==> config.mk <==
export PLATFORM = sky130hd
export DESIGN_NAME = ir_burst_tx
export DESIGN_NICKNAME = d
export VERILOG_FILES = /design/src/rtl/ir_tx_pkg.sv /design/src/rtl/irtx_tick_gen.sv /design/src/rtl/irtx_fifo.sv /design/src/rtl/irtx_carrier.sv /design/src/rtl/ir_burst_tx.sv
export SDC_FILE = /design/constraint.sdc
export NUM_CORES = 1
export LEC_CHECK = 0
export BUFFER_PORTS_ARGS = -buffer_cell sky130_fd_sc_hd__clkbuf_2
export CELL_PAD_IN_SITES_DETAIL_PLACEMENT = 1
export CELL_PAD_IN_SITES_GLOBAL_PLACEMENT = 1
export CORE_ASPECT_RATIO = 1.1
export CORE_UTILIZATION = 25
export DETAILED_ROUTE_END_ITERATION = 8
export PLACE_DENSITY_LB_ADDON = 0.1
export SETUP_SLACK_MARGIN = 0.3
export SYNTH_ARGS = -nofsm -noshare
export SYNTH_HDL_FRONTEND = slang
export SYNTH_SLANG_ARGS = --single-unit
==> constraint.sdc <==
create_clock -name clk -period 6.1 [get_ports clk]
set_input_delay 1.525 -clock clk [delete_from_list [all_inputs] [get_ports clk]]
set_output_delay 1.525 -clock clk [all_outputs]
set_load 0.05 [all_outputs]
==> src/rtl/ir_tx_pkg.sv <==
package ir_tx_pkg;
    localparam int CNT_W = 16;
    localparam int REC_W = CNT_W + 1;
    localparam int REM_W = CNT_W + 2;

    typedef struct packed {
        logic             lvl;
        logic [CNT_W-1:0] cnt;
    } irtx_rec_t;
endpackage

==> src/rtl/irtx_tick_gen.sv <==
module irtx_tick_gen #(
    parameter int DIV_W = 16
) (
    input  logic             clk,
    input  logic             rst_n,
    input  logic             run,
    input  logic             clr,
    input  logic [DIV_W-1:0] div,
    output logic             tick
);
    typedef struct packed {
        logic [DIV_W-1:0] cnt;
    } tg_state_t;

    tg_state_t st_d, st_q;
    logic      wrap;

    always_comb begin
        st_d = st_q;
        wrap = (st_q.cnt == div);
        tick = run && !clr && wrap;
        if (!run || clr || wrap) begin
            st_d.cnt = '0;
        end else begin
            st_d.cnt = st_q.cnt + 1'b1;
        end
    end

    always_ff @(posedge clk or negedge rst_n) begin
        if (!rst_n) st_q <= '0;
        else        st_q <= st_d;
    end

    // a nonzero divider never yields ticks on consecutive cycles
    p_tick_gap_r1: assert property (@(posedge clk) disable iff (!rst_n)
        (tick && div != '0 && $stable(div)) |=> !tick);
endmodule

==> src/rtl/irtx_fifo.sv <==
module irtx_fifo
    import ir_tx_pkg::*;
#(
    parameter int DEPTH = 8,
    localparam int AW = (DEPTH > 1) ? $clog2(DEPTH) : 1,
    localparam int LW = $clog2(DEPTH + 1)
) (
    input  logic      clk,
    input  logic      rst_n,
    input  logic      flush,
    input  logic      wr_en,
    input  irtx_rec_t wr_rec,
    input  logic      rd_en,
    output irtx_rec_t rd_rec,
    output logic      empty,
    output logic [LW-1:0] level
);
    typedef struct packed {
        logic [DEPTH-1:0][REC_W-1:0] mem;
        logic [AW-1:0]               wptr;
        logic [AW-1:0]               rptr;
        logic [LW-1:0]               cnt;
    } fifo_state_t;

    fifo_state_t st_d, st_q;
    logic        do_wr, do_rd;

    function automatic logic [AW-1:0] bump(input logic [AW-1:0] p);
        return (p == AW'(DEPTH - 1)) ? '0 : p + 1'b1;
    endfunction

    always_comb begin
        st_d   = st_q;
        empty  = (st_q.cnt == '0);
        level  = st_q.cnt;
        rd_rec = irtx_rec_t'(st_q.mem[st_q.rptr]);
        do_wr  = wr_en && !flush && (st_q.cnt != LW'(DEPTH));
        do_rd  = rd_en && !flush && !empty;
        if (flush) begin
            st_d.wptr = '0;
            st_d.rptr = '0;
            st_d.cnt  = '0;
        end else begin
            if (do_wr) begin
                st_d.mem[st_q.wptr] = wr_rec;
                st_d.wptr           = bump(st_q.wptr);
            end
            if (do_rd) st_d.rptr = bump(st_q.rptr);
            case ({do_wr, do_rd})
                2'b10:   st_d.cnt = st_q.cnt + 1'b1;
                2'b01:   st_d.cnt = st_q.cnt - 1'b1;
                default: st_d.cnt = st_q.cnt;
            endcase
        end
    end

    always_ff @(posedge clk or negedge rst_n) begin
        if (!rst_n) st_q <= '0;
        else        st_q <= st_d;
    end

    p_no_overflow_r7: assert property (@(posedge clk) disable iff (!rst_n)
        st_q.cnt <= LW'(DEPTH));
    p_full_drop_r7: assert property (@(posedge clk) disable iff (!rst_n)
        (st_q.cnt == LW'(DEPTH) && wr_en && !rd_en && !flush) |=> (st_q.cnt == LW'(DEPTH)));
    p_flush_empty_r11: assert property (@(posedge clk) disable iff (!rst_n)
        flush |=> (st_q.cnt == '0));
endmodule

==> src/rtl/irtx_carrier.sv <==
module irtx_carrier #(
    parameter int PH_W = 4
) (
    input  logic            clk,
    input  logic            rst_n,
    input  logic            restart,
    input  logic            tick,
    input  logic [PH_W-1:0] duty,
    output logic            car_hi
);
    typedef struct packed {
        logic [PH_W-1:0] phase;
    } car_state_t;

    car_state_t st_d, st_q;

    always_comb begin
        st_d   = st_q;
        car_hi = (st_q.phase <= duty);
        if (restart)   st_d.phase = '0;
        else if (tick) st_d.phase = st_q.phase + 1'b1;
    end

    always_ff @(posedge clk or negedge rst_n) begin
        if (!rst_n) st_q <= '0;
        else        st_q <= st_d;
    end

    p_phase_step_r2: assert property (@(posedge clk) disable iff (!rst_n)
        (tick && !restart) |=> (st_q.phase == $past(st_q.phase) + 1'b1));
    p_phase_restart_r2: assert property (@(posedge clk) disable iff (!rst_n)
        restart |=> (st_q.phase == '0));
endmodule

==> src/rtl/ir_burst_tx.sv <==
module ir_burst_tx
    import ir_tx_pkg::*;
#(
    parameter int DEPTH = 8,
    parameter int DIV_W = 16,
    localparam int LW   = $clog2(DEPTH + 1)
) (
    input  logic             clk,
    input  logic             rst_n,
    input  logic             tx_en,
    input  logic             wr_en,
    input  logic [REC_W-1:0] wr_data,
    input  logic [DIV_W-1:0] divider,
    input  logic [3:0]       duty_code,
    input  logic             mod_en,
    input  logic             pol_inv,
    input  logic             wm_empty,
    input  logic             irq_en,
    output logic             ir_out,
    output logic             busy,
    output logic             svc_req,
    output logic             irq
);
    typedef struct packed {
        logic             active;
        logic             lvl;
        logic [REM_W-1:0] remain;
    } seq_state_t;

    seq_state_t st_d, st_q;

    logic          tick, car_hi, fifo_empty;
    logic          start_idle, sym_end, pop;
    irtx_rec_t     head;
    logic [LW-1:0] fifo_lvl;

    irtx_tick_gen #(.DIV_W(DIV_W)) tick_i (
        .clk(clk), .rst_n(rst_n), .run(tx_en), .clr(start_idle),
        .div(divider), .tick(tick)
    );

    irtx_fifo #(.DEPTH(DEPTH)) fifo_i (
        .clk(clk), .rst_n(rst_n), .flush(!tx_en), .wr_en(wr_en),
        .wr_rec(irtx_rec_t'(wr_data)), .rd_en(pop), .rd_rec(head),
        .empty(fifo_empty), .level(fifo_lvl)
    );

    irtx_carrier #(.PH_W(4)) car_i (
        .clk(clk), .rst_n(rst_n), .restart(pop || !tx_en), .tick(tick),
        .duty(duty_code), .car_hi(car_hi)
    );

    always_comb begin
        st_d       = st_q;
        start_idle = tx_en && !st_q.active && !fifo_empty;
        sym_end    = st_q.active && tick && (st_q.remain == '0);
        pop        = start_idle || (sym_end && !fifo_empty);
        if (!tx_en) begin
            st_d.active = 1'b0;
            st_d.remain = '0;
        end else if (pop) begin
            st_d.active = 1'b1;
            st_d.lvl    = head.lvl;
            st_d.remain = {head.cnt, 2'b10};
        end else if (sym_end) begin
            st_d.active = 1'b0;
        end else if (st_q.active && tick) begin
            st_d.remain = st_q.remain - 1'b1;
        end
    end

    always_ff @(posedge clk or negedge rst_n) begin
        if (!rst_n) st_q <= '0;
        else        st_q <= st_d;
    end

    always_comb begin
        busy = st_q.active;
        if (!st_q.active)  ir_out = 1'b0;
        else if (mod_en)   ir_out = (st_q.lvl ^ pol_inv) && car_hi;
        else               ir_out = st_q.lvl;
        if (!tx_en)        svc_req = 1'b0;
        else if (wm_empty) svc_req = (fifo_lvl == '0);
        else               svc_req = (fifo_lvl <= LW'(DEPTH / 2));
        irq = svc_req && irq_en;
    end

    p_len_hold_r1: assert property (@(posedge clk) disable iff (!rst_n)
        (st_q.active && tx_en && tick && st_q.remain != '0) |=> st_q.active);
    p_start_high_r2: assert property (@(posedge clk) disable iff (!rst_n)
        $rose(st_q.active) |-> car_hi);
    p_chain_r6: assert property (@(posedge clk) disable iff (!rst_n)
        (sym_end && !fifo_empty && tx_en) |=> st_q.active);
    p_idle_low_r10: assert property (@(posedge clk) disable iff (!rst_n)
        !busy |-> !ir_out);
    p_flush_r11: assert property (@(posedge clk) disable iff (!rst_n)
        !tx_en |=> (!busy && fifo_lvl == '0));
endmodule

==> impl_metrics.toml, run 1 <==
[yosys]
synthTopCellsByCount = "186 x dfrtp_1, 118 x mux2_2, 42 x nor2_1"
synth-compound-area-share = 0.05416
yosysMostFrequentCell = "dfrtp_1"
synth_edf_count = 0
synth_xor_area_frac = 0.03231
synth_area_leaders = "dfrtp_1 49%, mux2_2 14%, mux4_2 8.1%"
synth_area_mm2 = 0.009449
syn-num-nets = 769
synthMuxAreaShare = 0.2799
avgSynthCellArea_um2 = 13.33
yosysSeqAreaShare = 0.4926
yosys_warnings = 0
synth_top_family_by_area = "multiplexers"
synth_area_leader_cell = "dfrtp_1"
ys_ff_latch = 186
synth_async_sr_flop_share = 1.000
ys_types = 66
ys.flop_type = "dfrtp_1"
synth_cells = 709
synth-simple-area-share = 0.09415
synth_top_area_share = 0.4926
synthAdderAreaFrac = 0.02066

[critical_path]
crit_family = "compound AO/OA/AOI/OAI gates"
arrival_ns = 2.92
critPathMaxFanout = 2
required_ns = 4.58
cp-start-kind = "input pin"
worstSetupPathType = "input pin to output port"
r2r_start = "tick_i.st_q[6]"
crit_chain = "clkbuf_2 -> inv_1 -> ha_1 -> nor2b_1 -> o21a_1 -> o21ai_0 -> nand2b_1 -> a31oi_1 -> clkbuf_2"
startpoint = "duty_code[1]"
critPathBufInv = 3
slowest_stage = "ha_1"
cp_common_cell = "clkbuf_2"
end_kind = "output port"
slowest_delay_ns = 0.30

[clock_tree]
cts_root_buf = "clkbuf_16"
cts_tree = "done"
htreeDepth = 4
cts_buffers = 17
clockBufferDepth = 2
cts_setup_buffers = 0
clkTransAtPathRegs_ns = 0.08
clkLatencyLatePin_ns = 0.46
cts_resized = 0
clkSinkCount = 186
postCtsHoldBufs = 0

[place]
port_buffers = 48
dpl.hpwl_mm = 16.37
gp_congestion = 0.8046
pre_cts_ws_ns = 1.324

[pwr]
power.leakage_uw = 0.004775
total_power_uw = 4609
pwr-share-clk = 0.259
swShare = 0.3473
switching_power_uw = 1601
p_seq_frac = 0.390
peakVddDrop_mv = 0.2144
combPwrFrac = 0.351
powerDensity_mw_per_mm2 = 424.6
cell_internal_pwr_uw = 3009

[timing]
finalCritPeriodShare = 0.7284
relSlewSlack = 0.4530
setup_viol = 0
period_minus_slack_ns = 4.443
fin_setup_tns_ns = 0
hold_slack_ns = 0.4911
hold_viol = 0
skew_ns = 0.009767
worst_pin_slew_ns = 0.8205
drv_slew = 0
rsz0062_at_grt = "no"
fmax_mhz = 225.1
setup_slack_ns = 1.657

[job]
cap_viol_max_count = 0

[drt]
wl_per_cell_um = 20.15
drc_errors = 0
drtPass1Iterations = 4
vias_per_cell = 4.737
antenna_left = 0
totalWireLength_mm = 25.40
via_count = 5973
drtIter0Drc = 227

[worst_hold_path]
hp-class = "flip-flop to flip-flop"
worstHoldStart = "fifo_i.st_q[38]"

[grt]
grt_pass1_vias = 6727
antenna_found_initial = 0
grt_usage = 0.1418
grt_pass1_wl_mm = 40.90
gr-total-overflow = 0
grt_max_degree = 79

[die]
io_pins = 49
die_area_mm2 = 0.03858
num_rows = 74
die_width_um = 187.4
start_util = 0.2539
core_area_mm2 = 0.03722
die_h_um = 205.9

[cells_and_area]
nNetsFinal = 814
area_delta_synth_final_pct = 14.88
drive_above_1_share = 0.3533
antennaDiodeCount = 0

[outcome]
status = "finished clean"
==> flip-flops by register name, summed over array words and instances (netlist names) <==
| signal | count |
|---|---|
| fifo_i.st_q | 142 |
| st_q | 19 |
| tick_i.st_q | 16 |
| car_i.st_q | 4 |
| fifo_i.level | 4 |
| busy | 1 |
==> logic make-up (layout without fill, tap and decap cells) <==
logic type,after synthesis,after routing
compound gates,67,67
xor+xnor,34,34
fa+ha+maj,15,15
buf+inv,49,107
flops,186,186
mux,204,204
simple gates,154,154
==> metrics by stage <==
stage	util	cells	area [um2]
6_report	0.2917	1261	10860
5_1_grt	0.2917	1261	10860
4_1_cts	0.2917	1261	10860
3_5_place_dp	0.2749	1229	10230
3_3_place_gp	0.2749	1229	10230
2_1_floorplan	-	709	9449
==> layout by cell type, fill, tap and decap left out, drive strengths merged, types with 4 or more instances in the layout <==
cell    instances
clkinv          4
inv            17
nand4           7
nor2           44
nand2          37
a22oi           4
clkbuf         65
nand3          14
xnor2          13
a21oi          12
dfrtp         186
o21ai           7
mux2i          28
mux2          142
mux4           34
o22ai          10
buf            16
ha             14
or3             7
a22o            9
xor2           21
nor4            9
nor3           11
==> power groups by stage <==
stage / logic, uW / clock network [uW] / registers (uW)
3_5_place_dp: 1660 / 0 / 1820
2_1_floorplan: 1270 / 0 / 1740
6_report: 1620 / 1200 / 1800
3_3_place_gp: 1610 / 0 / 1800
5_1_grt: 1790 / 1290 / 1850
4_1_cts: 1660 / 1250 / 1800
==> routing by layer <==
metal,up-vias,track usage,share of wire
met1,3170,0.1764,0.45
met5,-,0,0
met3,22,0.02496,0.031
li1,2700,-,-
met4,0,0.05035,0.016
met2,81,0.2468,0.51
==> final cells by class <==
class | count | area, um2
clock buffer | 18 | 439.2
clock inverter | 14 | 185.2
fill | 4088 | 26370
inverter | 12 | 45.04
multi-input combinational | 474 | 4553
sequential | 186 | 4656
tap | 494 | 618.1
timing repair buffer | 63 | 359.1
==> worst register-to-register path: cells and delay by family (launching register included) <==
kind                     cells  cell delay (ns)
AO/OA/AOI/OAI                5             0.84
XOR/XNOR                     1             0.16
buffers and inverters        1             0.22
AND/OR/NAND/NOR              4             1.45
adder cells (fa/ha/maj)      1             0.31
flip-flops                   1             0.43
==> path summary, 6_finish.rpt <==
check | cells after the start | endpoint | slack [ns]
worst max-delay path | 9 | ir_out | 1.66
worst min-delay path | 1 | fifo_i.st_q[38] | 0.49
worst max register to register | 12 | fifo_i.level[3] | 2.56
worst min register to register | 1 | fifo_i.st_q[38] | 0.49
max in group asynchronous | 2 | fifo_i.st_q[86] | 3.68
min in group asynchronous | 1 | tick_i.st_q[13] | 1.09
(Power assumes the default switching activity.)
==> inputs of run 2 (changes only) <==
==> constraint.sdc (replaced) <==
create_clock -name clk -period 4.1 [get_ports clk]
set_input_delay 1.025 -clock clk [delete_from_list [all_inputs] [get_ports clk]]
set_output_delay 1.025 -clock clk [all_outputs]
set_load 0.05 [all_outputs]
==> impl_metrics.toml, run 2 (same netlist as run 1, synthesis figures left out) <==
[clock_tree]
htreeDepth = 4
clkTransAtPathRegs_ns = 0.07
cts_resized = 0
clockBufferDepth = 2
cts_buffers = 17
cts_root_buf = "clkbuf_16"
cts_setup_buffers = 0
cts_tree = "done"
postCtsHoldBufs = 0
clkLatencyLatePin_ns = 0.44
clkSinkCount = 186

[die]
die_width_um = 187.4
die_area_mm2 = 0.03858
num_rows = 74
start_util = 0.2539
io_pins = 49
core_area_mm2 = 0.03722
die_h_um = 205.9

[drt]
drtPass1Iterations = 4
wl_per_cell_um = 20.15
vias_per_cell = 4.751
drtIter0Drc = 185
totalWireLength_mm = 25.45
drc_errors = 0
via_count = 6001
antenna_left = 0

[cells_and_area]
mostFrequentLayoutCells = "185 x dfrtp_1, 118 x mux2_2, 47 x clkbuf_2, 42 x nor2_1, 36 x nand2_1"
reg_top3 = "fifo_i.st_q: 142 flops, st_q: 19 flops, tick_i.st_q: 16 flops"
area_delta_synth_final_pct = 15.10
largest_register_ffs = 142
drive_above_1_share = 0.3563
fillCellCount = 4028
largest_register = "fifo_i.st_q"
final_common_cell = "dfrtp_1"
antennaDiodeCount = 0
nNetsFinal = 818
multi_input_comb_area_mm2 = 0.004558
fin_area_mm2 = 0.01088
register_area_mm2 = 0.004656
final_cell_count_no_fill = 1263

[timing]
setup_slack_ns = 0.6851
finalCritPeriodShare = 0.8329
fin_setup_tns_ns = 0
fmax_mhz = 292.8
worst_pin_slew_ns = 0.9259
drv_slew = 0
setup_viol = 0
rsz0062_at_grt = "no"
hold_slack_ns = 0.4829
hold_viol = 0
skew_ns = 0.009682
period_minus_slack_ns = 3.415
relSlewSlack = 0.3827

[critical_path]
end_kind = "output port"
worstSetupPathType = "input pin to output port"
arrival_ns = 2.39
critPathMaxFanout = 2
crit_chain = "clkbuf_2 -> inv_1 -> ha_1 -> nor2b_1 -> o21a_1 -> o21ai_0 -> nand2b_1 -> a31oi_1 -> clkbuf_2"
cp-start-kind = "input pin"
required_ns = 3.07
slowest_stage = "clkbuf_2"
slowest_delay_ns = 0.30
cp_common_cell = "clkbuf_2"

[place]
gp_congestion = 0.7834
dp_cells = 1233
dpl.hpwl_mm = 16.85
port_buffers = 48
pre_cts_ws_ns = 0.3237
place_area_mm2 = 0.01028

[job]
cap_viol_max_count = 0

[pwr]
switching_power_uw = 2356
p_seq_frac = 0.399
power.leakage_uw = 0.004784
swShare = 0.3455
peakVddDrop_mv = 0.3128
cell_internal_pwr_uw = 4464
combPwrFrac = 0.349
pwr-share-clk = 0.252
powerDensity_mw_per_mm2 = 627.1

[grt]
grt_max_degree = 100
grt_usage = 0.1416
gr-total-overflow = 0
antenna_found_initial = 0
grt_pass1_vias = 6916
grt_pass1_wl_mm = 41.10

[outcome]
status = "finished clean"

[worst_hold_path]
hp-class = "flip-flop to flip-flop"
-- run 2: layout make-up --
cell class / count / area share
Sequential cell: 186 / 0.4281
Inverter: 12 / 0.004142
Multi-Input combinational cell: 474 / 0.4191
Clock buffer: 17 / 0.03912
Timing Repair Buffer: 67 / 0.03693
Clock inverter: 13 / 0.01576
Tap cell: 494 / 0.05683
-- run 2: through the flow --
| step | utilization | power, uW |
|---|---|---|
| floorplan | - | 4473 |
| global placement | 0.2762 | 5086 |
| detailed placement | 0.2762 | 5212 |
| CTS | 0.2922 | 6975 |
| global route | 0.2922 | 7285 |
| finish | 0.2922 | 6820 |
-- run 2: metal layers --
metal	share of wire	vias to the layer above	global-route usage
li1	-	2712	-
met1	0.45	3200	0.1740
met2	0.52	65	0.2501
met3	0.023	24	0.02275
met4	0.016	0	0.05123
met5	0	-	0
-- run 2: power by group through the flow --
stage               clock [uW]  combinational [uW]  sequential [uW]
floorplan                    0                1890             2590
global placement             0                2370             2710
detailed placement           0                2450             2770
CTS                       1790                2450             2730
global route              1850                2630             2810
finish                    1720                2380             2720
-- run 2: path summary, 6_finish.rpt --
path,from,slack [ns],depth (start not counted),end
max,duty_code[1],0.69,9,ir_out
min,fifo_i.st_q[90],0.48,1,fifo_i.st_q[90]
max reg2reg,st_q[0],0.85,13,fifo_i.level[3]
min reg2reg,fifo_i.st_q[90],0.48,1,fifo_i.st_q[90]
max in group asynchronous,rst_n,2.58,2,fifo_i.st_q[104]
min in group asynchronous,rst_n,0.51,1,tick_i.st_q[14]
-- run 2: critical path, delay by kind of cell --
| family | cells | cell delay, ns |
|---|---|---|
| AO/OA/AOI/OAI | 3 | 0.46 |
| adder cells (fa/ha/maj) | 1 | 0.29 |
| buffers and inverters | 3 | 0.41 |
| AND/OR/NAND/NOR | 2 | 0.22 |
==> inputs of run 3 (changes only) <==
==> constraint.sdc (replaced) <==
create_clock -name clk -period 3.39 [get_ports clk]
set_input_delay 0.8475 -clock clk [delete_from_list [all_inputs] [get_ports clk]]
set_output_delay 0.8475 -clock clk [all_outputs]
set_load 0.05 [all_outputs]
==> impl_metrics.toml, run 3 (same netlist as run 1, synthesis figures left out) <==
[critical_path]
end_kind = "output port"
worstSetupPathType = "input pin to output port"
critPathMaxFanout = 2
crit_chain = "clkbuf_2 -> inv_1 -> ha_4 -> nor2b_1 -> o21a_1 -> o21ai_1 -> nand2b_1 -> a31oi_2 -> clkbuf_8"
slowest_stage = "ha_4"
arrival_ns = 2.11
crit_family = "compound AO/OA/AOI/OAI gates"
critPathBufInv = 3
slowest_delay_ns = 0.21
cp-start-kind = "input pin"
required_ns = 2.54

[grt]
antenna_found_initial = 0
grt_pass1_vias = 6824
grt_pass1_wl_mm = 40.99
grt_max_degree = 59
gr-total-overflow = 0
grt_usage = 0.1419

[place]
port_buffers = 48
gp_congestion = 0.7660
place_area_mm2 = 0.01043
dp_cells = 1247
dpl.hpwl_mm = 17.39

[clock_tree]
postCtsHoldBufs = 0
htreeDepth = 4
clkTransAtPathRegs_ns = 0.06
cts_tree = "done"
clockBufferDepth = 2
clkSinkCount = 186
cts_root_buf = "clkbuf_16"
clkLatencyLatePin_ns = 0.45
cts_buffers = 17

[cells_and_area]
largest_register_ffs = 142
register_area_mm2 = 0.004656
final_cell_count_no_fill = 1278
final_core_util = 0.2969
area_delta_synth_final_pct = 16.94
fin_area_mm2 = 0.01105
drive_above_1_share = 0.3763
mostFrequentLayoutCells = "185 x dfrtp_1, 118 x mux2_2, 46 x clkbuf_2, 42 x nor2_1, 36 x nand2_1"
final_common_cell = "dfrtp_1"
largest_register = "fifo_i.st_q"
reg_top3 = "fifo_i.st_q: 142 flops, st_q: 19 flops, tick_i.st_q: 16 flops"
antennaDiodeCount = 0
nNetsFinal = 834
multi_input_comb_area_mm2 = 0.004597
fillCellCount = 4071

[outcome]
status = "finished clean"

[pwr]
swShare = 0.3444
p_seq_frac = 0.392
peakVddDrop_mv = 0.3846
pwr-share-clk = 0.243
powerDensity_mw_per_mm2 = 757.9
switching_power_uw = 2885
cell_internal_pwr_uw = 5490
power.leakage_uw = 0.004871
combPwrFrac = 0.365

[drt]
antenna_left = 0
totalWireLength_mm = 25.47
drtPass1Iterations = 4
wl_per_cell_um = 19.93
drc_errors = 0
drtIter0Drc = 174
via_count = 5990
vias_per_cell = 4.687

[timing]
setup_viol = 0
fmax_mhz = 337.6
finalCritPeriodShare = 0.8739
drv_slew = 0
fin_setup_tns_ns = 0
hold_viol = 0
relSlewSlack = 0.5289
rsz0062_at_grt = "yes"
worst_pin_slew_ns = 0.7067
skew_ns = 0.008356
hold_slack_ns = 0.3813
period_minus_slack_ns = 2.962

[job]
cap_viol_max_count = 0

[die]
start_util = 0.2539
io_pins = 49
die_h_um = 205.9
num_rows = 74
die_area_mm2 = 0.03858
core_area_mm2 = 0.03722
die_width_um = 187.4

[worst_hold_path]
hp-class = "input pin to asynchronous set/reset pin"
==> run 3: changes by cell type in the layout (fill, tap and decap cells not counted), moves of 2 or more <==
cell	change
buf_4	+14
a21oi_1	-2
buf_12	+2
clkinv_2	+2
==> run 3: power groups by stage <==
stage | combinational (uW) | clock, uW | sequential [uW]
global placement | 3030 | 0 | 3270
finish | 3060 | 2030 | 3280
floorplan | 2310 | 0 | 3130
detailed placement | 3100 | 0 | 3330
CTS | 3110 | 2130 | 3290
global route | 3360 | 2190 | 3370
==> run 3: what timing repair did <==
action / CTS / global route
pin swaps: 0 / 3
gates cloned: 0 / 0
setup buffers: 0 / 2
setup endpoints to repair: 1 / 2
resized for setup: 2 / 4
==> run 3: per-layer routing <==
metal | global-route usage | part of all wire
met3 | 0.02309 | 0.022
met5 | 0 | 0
met2 | 0.2447 | 0.50
met4 | 0.04889 | 0.013
met1 | 0.1801 | 0.46
==> run 3: final cells by class <==
cell class,instances,share of cell area
repair buffers,83,0.05028
well taps,494,0.05594
clock inverters,12,0.01381
inverters,12,0.004077
flip-flops and latches,186,0.4214
multi-input cells,474,0.4160
clock buffers,17,0.03850
==> run 3: per-stage QoR <==
stage	power (uW)	setup slack, ns
final	8375	0.4276
after global routing	8922	0.2732
after CTS	8530	0.3237
after detailed placement	6424	0.09531
after global placement	6303	0.2048
after floorplan	5434	0.1721
==> run 3: path summary, 6_finish.rpt <==
kind | from | end | slack (ns) | depth (start not counted)
max in group asynchronous | rst_n | fifo_i.st_q[82] | 2.18 | 2
setup reg to reg | st_q[5] | fifo_i.level[3] | 0.49 | 11
hold reg to reg | fifo_i.st_q[90] | fifo_i.st_q[90] | 0.49 | 1
setup / recovery | duty_code[1] | ir_out | 0.43 | 9
min in group clk | fifo_i.st_q[90] | fifo_i.st_q[90] | 0.49 | 1
hold / removal | rst_n | tick_i.st_q[11] | 0.38 | 1
